File: src/rtl/i2c_rx_pkg.sv
package i2c_rx_pkg;
  typedef enum logic [2:0] {
    ST_IDLE,
    ST_ADDR,
    ST_ACK_SETUP,
    ST_ACK_HOLD,
    ST_DATA,
    ST_IGNORE
  } rx_state_t;
endpackage

File: src/rtl/i2c_rx_sync.sv
module i2c_rx_sync #(
  parameter int STAGES = 2,
  parameter int LINES  = 2
) (
  input  logic             clk_i,
  input  logic             rst_ni,
  input  logic [LINES-1:0] d_i,
  output logic [LINES-1:0] q_o,
  output logic [LINES-1:0] rise_o,
  output logic [LINES-1:0] fall_o
);
  logic [LINES-1:0] prev_q;

  for (genvar l = 0; l < LINES; l++) begin : g_line
    logic [STAGES-1:0] chain_q;
    always_ff @(posedge clk_i or negedge rst_ni) begin
      if (!rst_ni) chain_q <= '1;  // idle bus is high
      else         chain_q <= {chain_q[STAGES-2:0], d_i[l]};
    end
    assign q_o[l] = chain_q[STAGES-1];
  end

  always_ff @(posedge clk_i or negedge rst_ni) begin
    if (!rst_ni) prev_q <= '1;
    else         prev_q <= q_o;
  end

  assign rise_o = q_o & ~prev_q;
  assign fall_o = ~q_o & prev_q;
endmodule

File: src/rtl/i2c_rx_shreg.sv
module i2c_rx_shreg #(
  parameter int W = 8
) (
  input  logic         clk_i,
  input  logic         rst_ni,
  input  logic         clr_i,
  input  logic         shift_i,
  input  logic         bit_i,
  output logic         done_o,
  output logic [W-1:0] byte_o
);
  localparam int CW = $clog2(W + 1);
  localparam logic [CW-1:0] LAST = CW'(W - 1);

  logic [W-1:0]  sh_q;
  logic [CW-1:0] cnt_q;

  assign done_o = shift_i && (cnt_q == LAST);
  assign byte_o = {sh_q[W-2:0], bit_i};

  always_ff @(posedge clk_i or negedge rst_ni) begin
    if (!rst_ni) begin
      sh_q  <= '0;
      cnt_q <= '0;
    end else if (clr_i) begin
      sh_q  <= '0;
      cnt_q <= '0;
    end else if (shift_i) begin
      sh_q  <= byte_o;
      cnt_q <= done_o ? '0 : cnt_q + 1'b1;
    end
  end

  assert_cnt_in_range_R4: assert property (@(posedge clk_i) disable iff (!rst_ni)
    cnt_q <= LAST);
endmodule

File: src/rtl/i2c_rx_flags.sv
module i2c_rx_flags #(
  parameter int W = 8
) (
  input  logic         clk_i,
  input  logic         rst_ni,
  input  logic         store_i,
  input  logic         ovr_set_i,
  input  logic         am_set_i,
  input  logic         mode_i,
  input  logic [W-1:0] byte_i,
  input  logic         rd_i,
  input  logic         ovr_clr_i,
  input  logic         am_clr_i,
  input  logic         am_ie_i,
  input  logic         rx_ie_i,
  output logic [W-1:0] data_o,
  output logic         rdy_o,
  output logic         ovr_o,
  output logic         am_o,
  output logic         mode_o,
  output logic         irq_o
);
  always_ff @(posedge clk_i or negedge rst_ni) begin
    if (!rst_ni) begin
      data_o <= '0;
      rdy_o  <= 1'b0;
      ovr_o  <= 1'b0;
      am_o   <= 1'b0;
      mode_o <= 1'b0;
    end else begin
      if (store_i) data_o <= byte_i;
      if (store_i)   rdy_o <= 1'b1;
      else if (rd_i) rdy_o <= 1'b0;
      if (ovr_set_i)      ovr_o <= 1'b1;
      else if (ovr_clr_i) ovr_o <= 1'b0;
      if (am_set_i)      am_o <= 1'b1;
      else if (am_clr_i) am_o <= 1'b0;
      if (am_set_i) mode_o <= mode_i;
    end
  end

  assign irq_o = (am_o & am_ie_i) | (rdy_o & rx_ie_i);

  assert_ovr_needs_unread_R6: assert property (@(posedge clk_i) disable iff (!rst_ni)
    $rose(ovr_o) |-> $past(rdy_o));
  assert_ovr_holds_data_R7: assert property (@(posedge clk_i) disable iff (!rst_ni)
    ovr_o |=> $stable(data_o));
  assert_read_clears_R5: assert property (@(posedge clk_i) disable iff (!rst_ni)
    (rd_i && !store_i) |=> !rdy_o);
endmodule

File: src/rtl/i2c_slave_rx.sv
module i2c_slave_rx
  import i2c_rx_pkg::*;
#(
  parameter int ADDR_W      = 7,
  parameter int DATA_W      = 8,
  parameter int SYNC_STAGES = 2
) (
  input  logic              clk_i,
  input  logic              rst_ni,
  input  logic              enable_i,
  input  logic [ADDR_W-1:0] own_addr_i,
  input  logic              scl_i,
  input  logic              sda_i,
  input  logic              buf_rd_i,
  input  logic              ovr_clr_i,
  input  logic              amatch_clr_i,
  input  logic              amatch_ie_i,
  input  logic              rx_ie_i,
  output logic              sda_pull_o,
  output logic [DATA_W-1:0] rx_data_o,
  output logic              rx_ready_o,
  output logic              overrun_o,
  output logic              amatch_o,
  output logic              xfer_mode_o,
  output logic              irq_o
);
  localparam int SH_W = ADDR_W + 1;  // address byte and data byte share the shifter
  localparam int L_SCL = 0;
  localparam int L_SDA = 1;

  logic [1:0] line_q, line_rise, line_fall;
  logic scl_s, sda_s, scl_rise, scl_fall, start_det, stop_det;

  i2c_rx_sync #(.STAGES(SYNC_STAGES), .LINES(2)) u_sync (
    .clk_i, .rst_ni,
    .d_i    ({sda_i, scl_i}),
    .q_o    (line_q),
    .rise_o (line_rise),
    .fall_o (line_fall)
  );

  assign scl_s     = line_q[L_SCL];
  assign sda_s     = line_q[L_SDA];
  assign scl_rise  = line_rise[L_SCL];
  assign scl_fall  = line_fall[L_SCL];
  assign start_det = line_fall[L_SDA] & scl_s;
  assign stop_det  = line_rise[L_SDA] & scl_s;

  rx_state_t st_q;
  logic ack_q;
  logic shift, done;
  logic [SH_W-1:0] rx_byte;

  assign shift = enable_i && scl_rise && (st_q == ST_ADDR || st_q == ST_DATA);

  i2c_rx_shreg #(.W(SH_W)) u_shreg (
    .clk_i, .rst_ni,
    .clr_i   (start_det | stop_det | ~enable_i),
    .shift_i (shift),
    .bit_i   (sda_s),
    .done_o  (done),
    .byte_o  (rx_byte)
  );

  logic addr_hit, data_done, store, ovr_set;
  assign addr_hit  = done && (st_q == ST_ADDR) && (rx_byte[SH_W-1:1] == own_addr_i);
  assign data_done = done && (st_q == ST_DATA);
  assign store     = data_done && !rx_ready_o && !overrun_o;
  assign ovr_set   = data_done && rx_ready_o;

  i2c_rx_flags #(.W(DATA_W)) u_flags (
    .clk_i, .rst_ni,
    .store_i   (store),
    .ovr_set_i (ovr_set),
    .am_set_i  (addr_hit),
    .mode_i    (rx_byte[0]),
    .byte_i    (rx_byte[DATA_W-1:0]),
    .rd_i      (buf_rd_i),
    .ovr_clr_i (ovr_clr_i),
    .am_clr_i  (amatch_clr_i),
    .am_ie_i   (amatch_ie_i),
    .rx_ie_i   (rx_ie_i),
    .data_o    (rx_data_o),
    .rdy_o     (rx_ready_o),
    .ovr_o     (overrun_o),
    .am_o      (amatch_o),
    .mode_o    (xfer_mode_o),
    .irq_o     (irq_o)
  );

  always_ff @(posedge clk_i or negedge rst_ni) begin
    if (!rst_ni) begin
      st_q       <= ST_IDLE;
      ack_q      <= 1'b0;
      sda_pull_o <= 1'b0;
    end else if (!enable_i) begin
      st_q       <= ST_IDLE;
      sda_pull_o <= 1'b0;
    end else if (start_det) begin
      st_q       <= ST_ADDR;
      sda_pull_o <= 1'b0;
    end else if (stop_det) begin
      st_q       <= ST_IDLE;
      sda_pull_o <= 1'b0;
    end else begin
      unique case (st_q)
        ST_ADDR: if (done) begin
          if (addr_hit && !rx_byte[0]) begin
            ack_q <= 1'b1;
            st_q  <= ST_ACK_SETUP;
          end else begin
            st_q  <= ST_IGNORE;
          end
        end
        ST_DATA: if (done) begin
          ack_q <= store;
          st_q  <= ST_ACK_SETUP;
        end
        // drive the ack bit once SCL has dropped after bit 8
        ST_ACK_SETUP: if (scl_fall) begin
          sda_pull_o <= ack_q;
          st_q       <= ST_ACK_HOLD;
        end
        ST_ACK_HOLD: if (scl_fall) begin
          sda_pull_o <= 1'b0;
          st_q       <= ack_q ? ST_DATA : ST_IGNORE;
        end
        default: ;
      endcase
    end
  end

  assert_pull_on_low_scl_R11: assert property (@(posedge clk_i) disable iff (!rst_ni)
    $rose(sda_pull_o) |-> !scl_s);
  assert_release_after_fall_R11: assert property (@(posedge clk_i) disable iff (!rst_ni)
    (sda_pull_o && scl_fall) |=> !sda_pull_o);
  assert_ignore_silent_R3: assert property (@(posedge clk_i) disable iff (!rst_ni)
    (st_q == ST_IGNORE) |-> !sda_pull_o);
  assert_disabled_quiet_R12: assert property (@(posedge clk_i) disable iff (!rst_ni)
    !enable_i |=> (!sda_pull_o && st_q == ST_IDLE));
endmodule

File: config.mk
export PLATFORM = sky130hd
export DESIGN_NAME = i2c_slave_rx
export DESIGN_NICKNAME = d
export VERILOG_FILES = /design/src/rtl/i2c_rx_pkg.sv /design/src/rtl/i2c_rx_sync.sv /design/src/rtl/i2c_rx_shreg.sv /design/src/rtl/i2c_rx_flags.sv /design/src/rtl/i2c_slave_rx.sv
export SDC_FILE = /design/constraint.sdc
export NUM_CORES = 1
export LEC_CHECK = 0
export CAP_MARGIN = 20
export CORE_MARGIN = 3
export CORE_UTILIZATION = 35
export CTS_CLUSTER_DIAMETER = 50
export DETAILED_ROUTE_END_ITERATION = 12
export PLACE_DENSITY_LB_ADDON = 0.08
export SYNTH_ARGS = -nofsm -noshare
export SYNTH_HDL_FRONTEND = slang
export SYNTH_SLANG_ARGS = --single-unit
File: constraint.sdc
create_clock -name clk_i -period 5.5 [get_ports clk_i]
set_input_delay 1.1 -clock clk_i [delete_from_list [all_inputs] [get_ports clk_i]]
set_output_delay 1.1 -clock clk_i [all_outputs]
set_load 0.02 [all_outputs]
Word level (Yosys, flattened, before mapping):

Cells that the tools add are included.

* register bits after elaboration: 34
* latch bits: 0
* memory bits (writable): 0
* bits in read-only memories: 0
* input bits: 17
* output and inout bits: 14
* logic and storage cells: 96
* memories: 0

* add/subtract/negate cells: 1
* multipliers: 0
* div/mod/pow operators: 0
* $lt $le $gt $ge: 0
* equal/unequal tests: 15
* shift-type cells: 0
* muxes and demuxes: 31
* bitwise logic cells: 14
* reduce and logical (&&, ||, !) cells: 22

Operator list (number)
* 3-bit two-way mux: 8
* 5-bit inequality test, second input constant: 4
* 1-bit two-way mux: 15
* 7-bit two-way mux: 2
* 4-bit two-way mux: 3
* 3-bit case mux with 4 select lines: 1
* 1-bit logical AND: 10
* 2-bit nonzero test: 5
* 7-bit equality test: 1
* 7-bit by 1-bit inequality test with 1-bit output, second input constant: 1
* 7-bit AND reduction: 1
* 3-bit by 2-bit equality test with 1-bit output, second input constant: 2
* 5-bit by 1-bit inequality test with 1-bit output, second input constant: 1
* 5-bit AND reduction: 1
* 4-bit by 1-bit adder with 4-bit output, second input constant: 1
* 1-bit bitwise AND: 4
* 2-bit bitwise AND: 2
* 4-bit by 3-bit equality test with 1-bit output, second input constant: 1
* 2-bit inequality test, second input constant: 2
* 2-bit NOT: 2
* 1-bit case mux with 2 select lines: 2
* 3-bit by 1-bit equality test with 1-bit output, second input constant: 1
* 3-bit equality test, second input constant: 1
* 1-bit zero test: 3
* other kinds (5): 9

Logic depth before layout (Yosys ltp):

* depth in word-level cells: 14
* mapped depth: 6
* gate-level depth less buffers: 5

Modules after synthesis:

Synthesis repeated with hierarchy kept, for this count alone.

* cell total of the unflattened synthesis: 140
* area, all modules: 1677.9 um^2

Modules (own cells, without submodules)
* i2c_rx_shreg: instances 1, cells an instance 41, area an instance 500.5 um^2, sequential area each 275.3 um^2
* i2c_rx_flags: instances 1, cells an instance 29, area an instance 486.7 um^2, sequential area each 300.3 um^2
* i2c_slave_rx: instances 1, cells an instance 58, area an instance 483.0 um^2, sequential area each 125.1 um^2
* i2c_rx_sync: instances 1, cells an instance 12, area an instance 207.7 um^2, sequential area each 157.7 um^2

Least setup slack after synthesis:

No wires, ideal clock.

* path type: input-to-output
* from: in amatch_ie_i
* to: out irq_o
* arrival time: 1.363 ns
* data required time: 4.400 ns
* slack: 3.037 ns
* cell stages on the path: 1
* path through: a22o_1

* cells in the longest elaborated chain, start to end: 2

Ends and longest elaborated chain
* start, declared: line i2c_slave_rx.sv:17 `input logic amatch_ie_i,`
* 1-bit bitwise AND: line i2c_rx_flags.sv:42 `assign irq_o = (am_o & am_ie_i) | (rdy_o & rx_ie_i);`
* 1-bit bitwise OR: line i2c_rx_flags.sv:42
* end, declared: line i2c_slave_rx.sv:25 `output logic irq_o`

No other way between the ends.

Final worst setup path:

Same ends and word-level chain as after synthesis.

==> run_results.csv <==
group,metric,value,unit
critical_path,crit_type,"primary input to output pin",
critical_path,worst-path-buf-inv,2,
floorplanning,die-area,5532,µm²
global_routing,overflow,0,
run_status,status,"completed",
timing,fmax,0.2957,GHz
synthesis,async_flop_share,1.000,
timing,fin_crit_sh,0.6149,
critical_path,crit_path_cell_trace,"clkdlybuf4s50_1 -> a22o_1 -> clkdlybuf4s50_1",
clock_tree,cts_sinks,34,
routing,drc,0,
critical_path,crit_family,"buffers and inverters",
placement,portBuffers,30,
clock_tree,cts_resized,0,
timing,setup_violations,0,
routing,ant_nets,0,
critical_path,required,4400,ps
clock_tree,htreeDepth,2,
clock_tree,ctsHoldBuffers,0,
synthesis,synth_commonest_cells,"28 x dfrtp_1, 13 x nand2_1, 13 x nand3_1",
timing,slew_headroom,0.5730,
timing,fin_hold_ws,354.9,ps
clock_tree,cts_tree,"yes",
timing,final_hold_viol_count,0,
synthesis,ys_ff_latch,34,
global_routing,track_usage,0.1440,
floorplanning,rows,24,
hold_path,hold_class,"flop to flop",
floorplanning,die_x,74.38,µm
final_layout,fillCellCount,423,
timing,rsz0062_at_grt,"false",
clock_tree,cts_buffer_depth,2,
global_routing,antenna_found_initial,0,
floorplanning,design.core.area,4444,µm²
routing,routedWlPerCell,14.98,µm
job,cap_violations,0,
global_routing,grt_pass1_vias,1242,
clock_tree,clockRootBuffer,"clkbuf_8",
synthesis,synth_area_leaders,"dfrtp_1 43%, dfstp_2 9.6%, mux2_2 5.5%",
timing,clock-skew-final,7.200,ps
clock_tree,clk_pin_slew,60,ps
synthesis,yosysMostFrequentCell,"dfrtp_1",
final_layout,syn_to_final_growth,25.54,%
placement,place_congestion,0.8306,
routing,drt-total-wl,3476,µm
timing,period_minus_slack,3382,ps
pwr,max-vdd-ir-drop,116.6,µV
synthesis,synthDistinctLibCells,46,
synthesis,synth_top_area_share,0.4281,
synthesis,ys.flop_type,"dfrtp_1",
floorplanning,die_h,74.38,µm
critical_path,worst-path-max-fanout,1,
synthesis,ys_seq_area_frac,0.5245,
clock_tree,cts_buffers,5,
final_layout,antenna_cells,0,
timing,worst_pin_slew,639.9,ps
synthesis,synthCells,149,
final_layout,fin_nets,197,
global_routing,grt_pass1_wl,5975,µm
critical_path,cp.arrival,2280,ps
floorplanning,start_util,0.3682,
placement,dpl.hpwl,2466,µm
critical_path,crit_slowest_cell,"clkdlybuf4s50_1",
synthesis,syn_area,1637,µm²
synthesis,synth_fp_nets,167,
timing,final.setup.tns,0,ps
routing,drt_iter0_markers,148,
final_layout,drive_gt1_frac,0.1667,
routing,first_pass_iters,5,
critical_path,setup.worst_path.end_class,"output pin",
pwr,leakagePower,0.8465,nW
synthesis,synth_edf_count,0,
critical_path,cp_common_cell,"clkdlybuf4s50_1",
synthesis,avgSynthCellArea,10.98,µm²
global_routing,grt_max_degree,35,
clock_tree,postCtsSetupBuffers,0,
synthesis,yosysTopAreaCell,"dfrtp_1",
critical_path,worst_setup_path_start_kind,"primary input",
pwr,power.density,233.2,nW/µm²
synthesis,yosys_warnings,0,
clock_tree,clkLatencyLatePin,280,ps
floorplanning,io_pins,31,
timing,maxSlewViolCount,0,
routing,vias,1209,
critical_path,cpPeakStageDelay,600,ps
routing,avgViaCountPerCell,5.211,
-- final timing paths --
path	startpoint	cells past startpoint	slack (ps)	end
max in group asynchronous	rst_ni	2	3940	u_sync.prev_q[1]
worst max-delay path	amatch_ie_i	3	2120	irq_o
min in group asynchronous	rst_ni	2	1220	sda_pull_o
worst max register to register	st_q[0]	4	3190	u_shreg.cnt_q[3]
worst min-delay path	u_sync.g_line[1].chain_q[0]	0	350	u_sync.g_line[1].chain_q[1]
worst min register to register	u_sync.g_line[1].chain_q[0]	0	350	u_sync.g_line[1].chain_q[1]
-- final cells by class --
cell class / instances / area [µm²] / area share
clock buffers: 8 / 90.09 / 0.04385
inverters: 5 / 18.77 / 0.009135
multi-input cells: 102 / 714.4 / 0.3477
flip-flops and latches: 34 / 858.3 / 0.4178
well taps: 52 / 65.06 / 0.03167
repair buffers: 31 / 307.8 / 0.1498
-- sequential cells by signal, indices dropped and copies added, names as in the netlist --
register               cells
u_sync.g_line.chain_q      4
u_flags.ovr_o              1
u_flags.data_o             8
u_shreg.sh_q               7
sda_pull_o                 1
st_q                       3
u_flags.mode_o             1
u_sync.prev_q              2
u_flags.rdy_o              1
u_shreg.cnt_q              4
u_flags.am_o               1
ack_q                      1
-- power breakdown --
part           internal, W  switching, W
registers         0.000255    0.00000470
logic            0.0000164     0.0000174
clock network     0.000102     0.0000837
-- layer usage --
layer,routed length [µm],global-route usage
met1,1617,0.1959
met3,188,0.05405
met2,1629,0.2146
met4,40,0.04150
met5,0,0
-- cells in the final DEF, fill, tap and decap left out, types with 2 or more instances in the layout --
cell,Yosys,final
clkdlybuf4s50_1,0,30
dfrtp_1,28,28
nand3_1,13,13
nand2_1,13,13
a21oi_1,11,11
mux2_2,8,8
nor2_1,6,6
clkbuf_8,0,6
dfstp_2,6,6
xor2_1,5,5
inv_1,5,5
xnor2_1,4,4
o21ai_0,4,4
nand4_1,3,3
and4bb_2,2,2
or3_1,2,2
nor3_2,2,2
a211oi_1,2,2
o22ai_1,2,2
clkbuf_1,3,2
-- kinds of logic after synthesis --
logic type,Yosys count,share of synthesized area
adder cells (fa/ha/maj),1,0.007644
buffers and inverters,13,0.03899
AO/OA/AOI/OAI,27,0.1047
multiplexers,9,0.06193
XOR/XNOR,10,0.05810
AND/OR/NAND/NOR,55,0.2041
flip-flops,34,0.5245
-- per-stage QoR --
stage                     setup WS, ps  total power, W  cells  utilization  area (µm²)
after floorplan                   3037       0.0002783    149            -        1637
after global placement            2128       0.0002983    224       0.4420        1964
after detailed placement          2124       0.0002986    224       0.4420        1964
after CTS                         2118       0.0004879    232       0.4623        2054
after global routing              2084       0.0005056    232       0.4623        2054
final                             2118       0.0004791    232       0.4623        2054
-- worst register-to-register path, stage by stage, from the launching register on --
cell and delay (ps):
dfrtp_1 580, xor2_2 560, nand2_1 400, or4_1 560, a21oi_1 130
Note: power is estimated with default switching activity, not from simulation.
